**src/rtl/line_lock_pkg.sv**
```systemverilog
package line_lock_pkg;

    typedef enum logic [1:0] {
        LK_IDLE    = 2'd0,
        LK_HELD    = 2'd1,
        LK_DRAINING = 2'd2
    } lk_state_e;

endpackage

```
**src/rtl/lock_state_ctl.sv**
```systemverilog
module lock_state_ctl
    import line_lock_pkg::*;
#(
    parameter int ADDR_W = 32,
    parameter int ID_W   = 4,
    parameter int OFS_W  = 5,
    localparam int TAG_W = ADDR_W - OFS_W
) (
    input  logic              clk,
    input  logic              rst,
    input  logic              start_i,
    input  logic [ADDR_W-1:0] addr_i,
    input  logic [ID_W-1:0]   id_i,
    input  logic              unlock_i,
    input  logic              done_i,
    output logic              held_o,
    output logic [TAG_W-1:0]  tag_o,
    output logic [ID_W-1:0]   owner_o
);

    typedef struct packed {
        lk_state_e        st;
        logic [TAG_W-1:0] tag;
        logic [ID_W-1:0]  owner;
    } regs_t;

    regs_t r_d, r_q;

    always_comb begin
        r_d = r_q;
        unique case (r_q.st)
            LK_IDLE: begin
                if (start_i) begin
                    r_d.st    = LK_HELD;
                    r_d.tag   = addr_i[ADDR_W-1:OFS_W];
                    r_d.owner = id_i;
                end
            end
            LK_HELD: begin
                if (unlock_i && done_i) begin
                    r_d.st = LK_IDLE;
                end else if (unlock_i) begin
                    r_d.st = LK_DRAINING;
                end
            end
            LK_DRAINING: begin
                if (done_i) begin
                    r_d.st = LK_IDLE;
                end
            end
            default: r_d.st = LK_IDLE;
        endcase
        if (rst) begin
            r_d = '0;
        end
    end

    always_ff @(posedge clk) begin
        r_q <= r_d;
    end

    assign held_o  = (r_q.st != LK_IDLE);
    assign tag_o   = r_q.tag;
    assign owner_o = r_q.owner;

    AST_RESET_CLEARS: assert property (@(posedge clk) $fell(rst) |-> !held_o);
    AST_LOCK_TAKES: assert property (@(posedge clk) disable iff (rst)
        (!held_o && start_i) |=> (held_o && tag_o == $past(addr_i[ADDR_W-1:OFS_W]) && owner_o == $past(id_i)));
    AST_UNLOCK_ALONE_HOLDS: assert property (@(posedge clk) disable iff (rst)
        (r_q.st == LK_HELD && !done_i) |=> held_o);
    AST_DONE_NEEDS_UNLOCK: assert property (@(posedge clk) disable iff (rst)
        (r_q.st == LK_HELD && !unlock_i) |=> held_o);
    AST_DRAIN_RELEASE: assert property (@(posedge clk) disable iff (rst)
        (r_q.st == LK_DRAINING && done_i) |=> !held_o);
    AST_LOCK_FROZEN: assert property (@(posedge clk) disable iff (rst)
        held_o |=> (!held_o || ($stable(tag_o) && $stable(owner_o))));

endmodule

```
**src/rtl/line_snoop_cmp.sv**
```systemverilog
module line_snoop_cmp #(
    parameter int ADDR_W = 32,
    parameter int OFS_W  = 5,
    localparam int TAG_W = ADDR_W - OFS_W
) (
    input  logic              clk,
    input  logic              rst,
    input  logic              held_i,
    input  logic [TAG_W-1:0]  tag_i,
    input  logic              valid_i,
    input  logic [ADDR_W-1:0] addr_i,
    output logic              retry_o
);

    logic hit;

    assign hit     = (addr_i[ADDR_W-1:OFS_W] == tag_i);
    assign retry_o = valid_i && held_i && hit;

    AST_NO_SNOOP_RETRY_IDLE: assert property (@(posedge clk) disable iff (rst)
        retry_o |-> (held_i && valid_i));

endmodule

```
**src/rtl/owner_gate.sv**
```systemverilog
module owner_gate #(
    parameter int ID_W = 4
) (
    input  logic            clk,
    input  logic            rst,
    input  logic            held_i,
    input  logic [ID_W-1:0] owner_i,
    input  logic            valid_i,
    input  logic [ID_W-1:0] id_i,
    output logic            retry_o
);

    assign retry_o = valid_i && held_i && (id_i != owner_i);

    AST_OWNER_PASSES: assert property (@(posedge clk) disable iff (rst)
        (valid_i && id_i == owner_i) |-> !retry_o);

endmodule

```
**src/rtl/line_lock_retry.sv**
```systemverilog
module line_lock_retry #(
    parameter int ADDR_W     = 32,
    parameter int ID_W       = 4,
    parameter int LINE_BYTES = 32,
    localparam int OFS_W     = $clog2(LINE_BYTES),
    localparam int TAG_W     = ADDR_W - OFS_W
) (
    input  logic              clk,
    input  logic              rst,
    input  logic              lk_start,
    input  logic [ADDR_W-1:0] lk_addr,
    input  logic [ID_W-1:0]   lk_id,
    input  logic              lk_unlock,
    input  logic              lk_done,
    input  logic              cpu_valid,
    input  logic [ADDR_W-1:0] cpu_addr,
    output logic              cpu_retry,
    input  logic              pci_valid,
    input  logic [ID_W-1:0]   pci_id,
    output logic              pci_retry,
    output logic              lock_active
);

    logic             held;
    logic [TAG_W-1:0] tag;
    logic [ID_W-1:0]  owner;

    lock_state_ctl #(.ADDR_W(ADDR_W), .ID_W(ID_W), .OFS_W(OFS_W)) u_state (
        .clk(clk), .rst(rst),
        .start_i(lk_start), .addr_i(lk_addr), .id_i(lk_id),
        .unlock_i(lk_unlock), .done_i(lk_done),
        .held_o(held), .tag_o(tag), .owner_o(owner)
    );

    line_snoop_cmp #(.ADDR_W(ADDR_W), .OFS_W(OFS_W)) u_snoop (
        .clk(clk), .rst(rst), .held_i(held), .tag_i(tag),
        .valid_i(cpu_valid), .addr_i(cpu_addr), .retry_o(cpu_retry)
    );

    owner_gate #(.ID_W(ID_W)) u_owner (
        .clk(clk), .rst(rst), .held_i(held), .owner_i(owner),
        .valid_i(pci_valid), .id_i(pci_id), .retry_o(pci_retry)
    );

    assign lock_active = held;

    AST_PCI_RETRY_NEEDS_LOCK: assert property (@(posedge clk) disable iff (rst)
        pci_retry |-> lock_active);
    AST_FOREIGN_RETRIED: assert property (@(posedge clk) disable iff (rst)
        (pci_valid && lock_active && pci_id != owner) |-> pci_retry);

endmodule

```
**config.mk**
```make
export PLATFORM = sky130hd
export DESIGN_NAME = line_lock_retry
export DESIGN_NICKNAME = d
export VERILOG_FILES = /design/src/rtl/line_lock_pkg.sv /design/src/rtl/lock_state_ctl.sv /design/src/rtl/line_snoop_cmp.sv /design/src/rtl/owner_gate.sv /design/src/rtl/line_lock_retry.sv
export SDC_FILE = /design/constraint.sdc
export NUM_CORES = 1
export LEC_CHECK = 0
export ABC_AREA = 1
export CORE_MARGIN = 3
export CORE_UTILIZATION = 42
export DETAILED_ROUTE_END_ITERATION = 10
export PLACE_DENSITY = 0.81
export SLEW_MARGIN = 20
export SYNTH_ARGS = -nofsm -noshare
export SYNTH_HDL_FRONTEND = slang
export SYNTH_HIERARCHICAL = 1
export SYNTH_SLANG_ARGS = --single-unit
```
**constraint.sdc**
```tcl
create_clock -name clk -period 1.5 [get_ports clk]
set_clock_uncertainty 0.2 [all_clocks]
set_input_delay 0.15 -clock clk [delete_from_list [all_inputs] [get_ports clk]]
set_output_delay 0.15 -clock clk [all_outputs]
set_load 0.02 [all_outputs]
```
Yosys cells after proc, flatten, opt, wreduce, memory -nomap -nowiden --
Index checks and enable logic that the tools add are counted. W data, S select, Z words.
Storage, ports and cells: bits of input ports 79, bits in latches 0, RAM bits 0, memories kept 0, memory bits (read-only) 0, logic and storage cells 24, register bits after elaboration 33, output and inout port bits 3
Operators by class: muxes and demuxes 5, shifts and indexed selects 0, $lt $le $gt $ge 0, equal/unequal tests 7, $mul 0, add/subtract/negate cells 0, divide/modulo/power cells 0, reductions and logical operators 9, bitwise logic cells 0
Operators with widths (number):
- $mux W33 | 1
- $eq A27 B27 Y1 | 1
- $mux W2 | 3
- $pmux W2 S3 | 1
- $logic_and A1 B1 Y1 | 5
- $ne A2 B2 Y1 const B | 2
- $ne A4 B4 Y1 | 1
- $ne A3 B2 Y1 const B | 1
- $reduce_and A3 Y1 | 1
- $eq A2 B1 Y1 const B | 1
- $eq A2 B2 Y1 const B | 1
- $logic_not A2 Y1 | 1
- $reduce_and A2 Y1 | 1
- $reduce_bool A2 Y1 | 1

Logic depth before layout (Yosys ltp) --
depth after elaboration 3, gate-level depth with buffers 10, depth with buffers taken out 8

Modules after synthesis --
Netlist, hierarchy kept.
By module, submodules not included:
- lock_state_ctl | seq. area each 660.6 um^2, area each 1709.1 um^2, times used 1, cells each 224
- line_snoop_cmp | seq. area each 0.0 um^2, area each 606.8 um^2, times used 1, cells each 159
- owner_gate | seq. area each 0.0 um^2, area each 91.3 um^2, times used 1, cells each 24

Least setup slack after synthesis --
OpenSTA, ideal clock, no wires.
path type register to output, start point register u_state/r_q[31] in the netlist's numbering, end point output port cpu_retry, buffers on the path 2, setup slack -0.291 ns, required time 1.150 ns, arrival time 1.441 ns, cell stages (with the launch flop) 11, cell sequence dfxtp_1 nor2_2 buf_6 buf_6 inv_1 nand2_1 nor2_1 nand2_1 nor2_1 nand3_1 nor2_2
On the way: word-level cells in the longest chain between the ends 3
RTL lines:
- from (decl) | line lock_state_ctl.sv:27 | regs_t r_d, r_q;
- from (signal assigned) | line lock_state_ctl.sv:59 | r_q <= r_d;
- $reduce_bool A2 Y1 | line lock_state_ctl.sv:62 | assign held_o = (r_q.st != LK_IDLE);
- via lock_active | line line_lock_retry.sv:21 | output logic lock_active
- $logic_and A1 B1 Y1 (2 in a row) | line line_snoop_cmp.sv:18 | assign retry_o = valid_i && held_i && hit;
- to (decl) | line line_lock_retry.sv:17 | output logic cpu_retry,
The timed path passes the listed nets, and every way through them passes these cells.

Worst setup path in the final report --
start point register u_state/r_q[31] in the netlist's numbering, end point output port pci_retry
On the way: word-level cells in the longest chain between the ends 3
RTL lines:
- $reduce_bool A2 Y1 | line lock_state_ctl.sv:62
- $logic_and A1 B1 Y1 (2 in a row) | line owner_gate.sv:13 | assign retry_o = valid_i && held_i && (id_i != owner_i);
- to (decl) | line line_lock_retry.sv:20 | output logic pci_retry,
Every way passes these cells.

==> results.txt <==
Counting tap cells, the placed design contains a total of 506 instances. Counting every net in the synthesized netlist gives 486. The number of levels the H-tree was split into is 2. The number of antenna violations at the first check in global routing was 0. The worst setup path is captured at an output pin. The critical path goes through nor2_4 > clkinvlp_4 > buf_4 > buf_6 > buf_6 > nand2_4 > a21oi_2 > buf_6. The post-detailed-placement half-perimeter wirelength came out at 4178 um.

For this run, the detailed router's first-pass iteration total came to 4. Compared with the post-synthesis result, the final layout area differs by 29.05%. The utilization after layout came out at 58.23%.

The number of maximum-capacitance constraint violations came out at 0. The count of nets left with antenna violations once routing finished came out at 0. The placer's final routability congestion estimate is 0.8732. The internal power contribution came out at 1.867 mW. The post-synthesis register bit count came out at 33. The total power per unit cell area came out at 831.5 mW/mm^2. The post-synthesis area per instance came out at 5.915 sq um. The post-detailed-routing wire length is 5723 um.

During I/O placement, the number of pins put on the boundary was 82. The mean routed wirelength per cell came out at 11.09 um. TritonCTS built the clock tree.

The number of cells in the finished layout apart from fillers came out at 516. STA puts the critical path data arrival time at 1400 ps. The startpoint type of the worst setup path is a register. The first global-routing pass estimated 9114 um of wire. The clock net sink count is 33.

The leakage power of the design is 1.537 nW. The count of final max-slew check failures came to 0. The synthesized netlist contains 15 unique library cells.

Setup violations remaining at the end of the flow were counted as 36. The gate count of the mapped netlist is 407. The overall power consumption is 2.583 mW. The hold violation total from the final report came to 0. The global-route congestion overflow total is 0. The share of power burned in the clock network is 33.3%. Setup repair after global routing could not meet its margin everywhere. The initial core utilization came out at 45.12%.

The largest fanout on the critical path came out at 2. The number of nets in the layout is 524. The floorplan has 26 rows. The area of the core is 0.005335 sq mm. The checks that failed: negative setup slack. The yosys synthesis warning count came out at 6.

The number of buffers created by CTS is 5. The time the worst path needs with I/O delays and setup came out at 1752 ps. In this design, the stage delay of the slowest critical-path cell is 340 ps. The sequential cell area fraction in the yosys report is 27.44%. The upper clock frequency limit came out at 0.5707 GHz. The DRC violation count after routing is 0.

The placed instances occupy a cell area of 0.002943 sq mm. The via count of the first global-routing pass came to 2,117. The vertical die dimension came out at 81.71 um. Broken down by cell family, the worst path's largest delay share belongs to buffers and inverters. For this design, the slowest cell found on the critical path is dfxtp_2. The count of input and output buffers came out at 71.

The via count came out at 2,317. The cell area that synthesis handed to floorplanning was 0.002407 sq mm. The highest ir drop seen on vdd came out at 431.8 uV. The CTS clock-pin slew for the worst setup and hold paths came out at 60 ps. The measured slew at the worst slew-check pin is 625.0 ps.

The tree is rooted in a clkbuf_8. The share of total power dissipated in combinational logic is 26.9%. The total of hold buffers inserted after clock tree synthesis is 0. The latest clock arrival within the worst-skew pair came out at 270 ps. The worst hold slack across all endpoints is 208.1 ps. Counting both buffers and inverters, the worst setup path holds a total of 5.

Dividing the final minimum period by the clock period gives 116.8%. The final standard cell area without fillers is 0.003107 sq mm. The share of power burned in registers is 39.8%. After the first detailed-routing iteration, the DRC count stood at 126. The maximum number of buffers from clock root to sink came out at 2.

The setup path with the least slack is of type register to output pin. The run finished, with violations left. The net switching power came out at 0.7164 mW.

The antenna diode count is 0. The min-delay analysis places its worst path in the category input pin to register. The global-route usage over all layers is 17.59%.

The via-per-instance ratio is 4.490. Cells with a size suffix above 1 make up 7.848% of the layout. The switching share of total power came out at 27.73%.

The die outline area came out at 0.006676 sq mm. Fill cells in the final layout number 553. The floorplan step set the die width to 81.71 um. The worst setup slack after layout is -252.3 ps. At the worst endpoint, the required time is 1150 ps. The pin count of the biggest net entering global routing is 65. Counting stages on the worst path, the most repeated cell is buf_6. Headroom to the max-slew limit came out at 58.33%.
[power by group through the flow]
stage | clock network (mW) | logic (mW) | registers [mW]
global route | 0.928 | 0.782 | 1.04
finish | 0.860 | 0.694 | 1.03
CTS | 0.882 | 0.684 | 1.02
detailed placement | 0 | 0.670 | 1.04
global placement | 0 | 0.657 | 1.04
floorplan | 0 | 0.535 | 1.01
[sequential cells by signal, summed over array words and instances, names as in the netlist]
name,flops
u_state/tag_o,27
u_state/owner_o,4
u_state/r_q,2
[placed cells by master (no fill, tap or decap), drive strengths merged, types with 2 or more instances in the layout]
cell type and count:
nand3 2, dfxtp 33, clkbuf 7, inv 67
a21oi 33, nand3b 32, clkdlybuf4s50 67, buf 12
nor2 55, nand2 134
[cells in the mapped netlist]
| master | number | area [sq um] |
|---|---|---|
| a21oi_1 | 33 | 165.2 |
| buf_1 | 1 | 3.750 |
| buf_2 | 8 | 40.04 |
| buf_4 | 32 | 240.2 |
| buf_6 | 5 | 56.30 |
| clkbuf_1 | 2 | 7.510 |
| dfxtp_1 | 33 | 660.6 |
| inv_1 | 68 | 255.2 |
| nand2_1 | 134 | 503.0 |
| nand3_1 | 2 | 10.01 |
| nand3b_1 | 32 | 240.2 |
| nor2_1 | 53 | 198.9 |
| nor2_2 | 2 | 12.51 |
| o21ai_0 | 1 | 5.000 |
| xnor2_1 | 1 | 8.760 |
[worst paths after layout]
check,from,endpoint,slack (ps),depth (start not counted)
worst min register to register,u_state/tag_o[16],u_state/tag_o[16],290,2
worst max-delay path,u_state/r_q[31],pci_retry,-250,8
worst min-delay path,lk_start,u_state/r_q[31],210,4
worst max register to register,u_state/r_q[31],u_state/tag_o[20],-110,5
[worst register-to-register path, cell delays in order, from the launching register on]
cell and delay (ps):
dfxtp_2 340, nor2_4 130, buf_4 530, nand3b_1 170
nand2_1 90, nor2_1 40
[per-stage QoR]
stage	setup WS [ps]	TNS [ps]
2_1_floorplan	-111.6	-111.6
5_1_grt	-341.2	-6517
3_5_place_dp	-716.1	-2771
6_report	-252.3	-3324
3_3_place_gp	-712.9	-2340
4_1_cts	-256.8	-2544
[kinds of logic after synthesis]
family	synth area share, %
and+or+nand+nor	40.07
buffers and inverters	25.05
AOI/OAI and AO/OA	7.068
DFF	27.44
xor gates and xnor gates	0.3639
[layout make-up]
cell class,count,area [sq um],share of cell area (%)
well taps,70,87.58,2.819
repair buffers,79,802.0,25.82
flip-flops and latches,33,671.9,21.63
clock inverters,1,30.03,0.9666
multi-input cells,258,1170,37.66
inverters,68,259.0,8.337
clock buffers,7,86.33,2.779
[per-layer routing]
| layer | part of all wire (%) | track usage [%] | vias up |
|---|---|---|---|
| met3 | 6.5 | 4.167 | 6 |
| met2 | 48 | 29.80 | 58 |
| met1 | 44 | 21.35 | 999 |
| met4 | 1.4 | 7.143 | 0 |
| li1 | - | - | 1254 |
| met5 | 0 | 0 | - |
[what timing repair did]
item,4_1_cts,5_1_grt
buffers inserted,1,1
setup endpoints to repair,36,36
gates resized for setup,22,9
(Power assumes the default switching activity.)
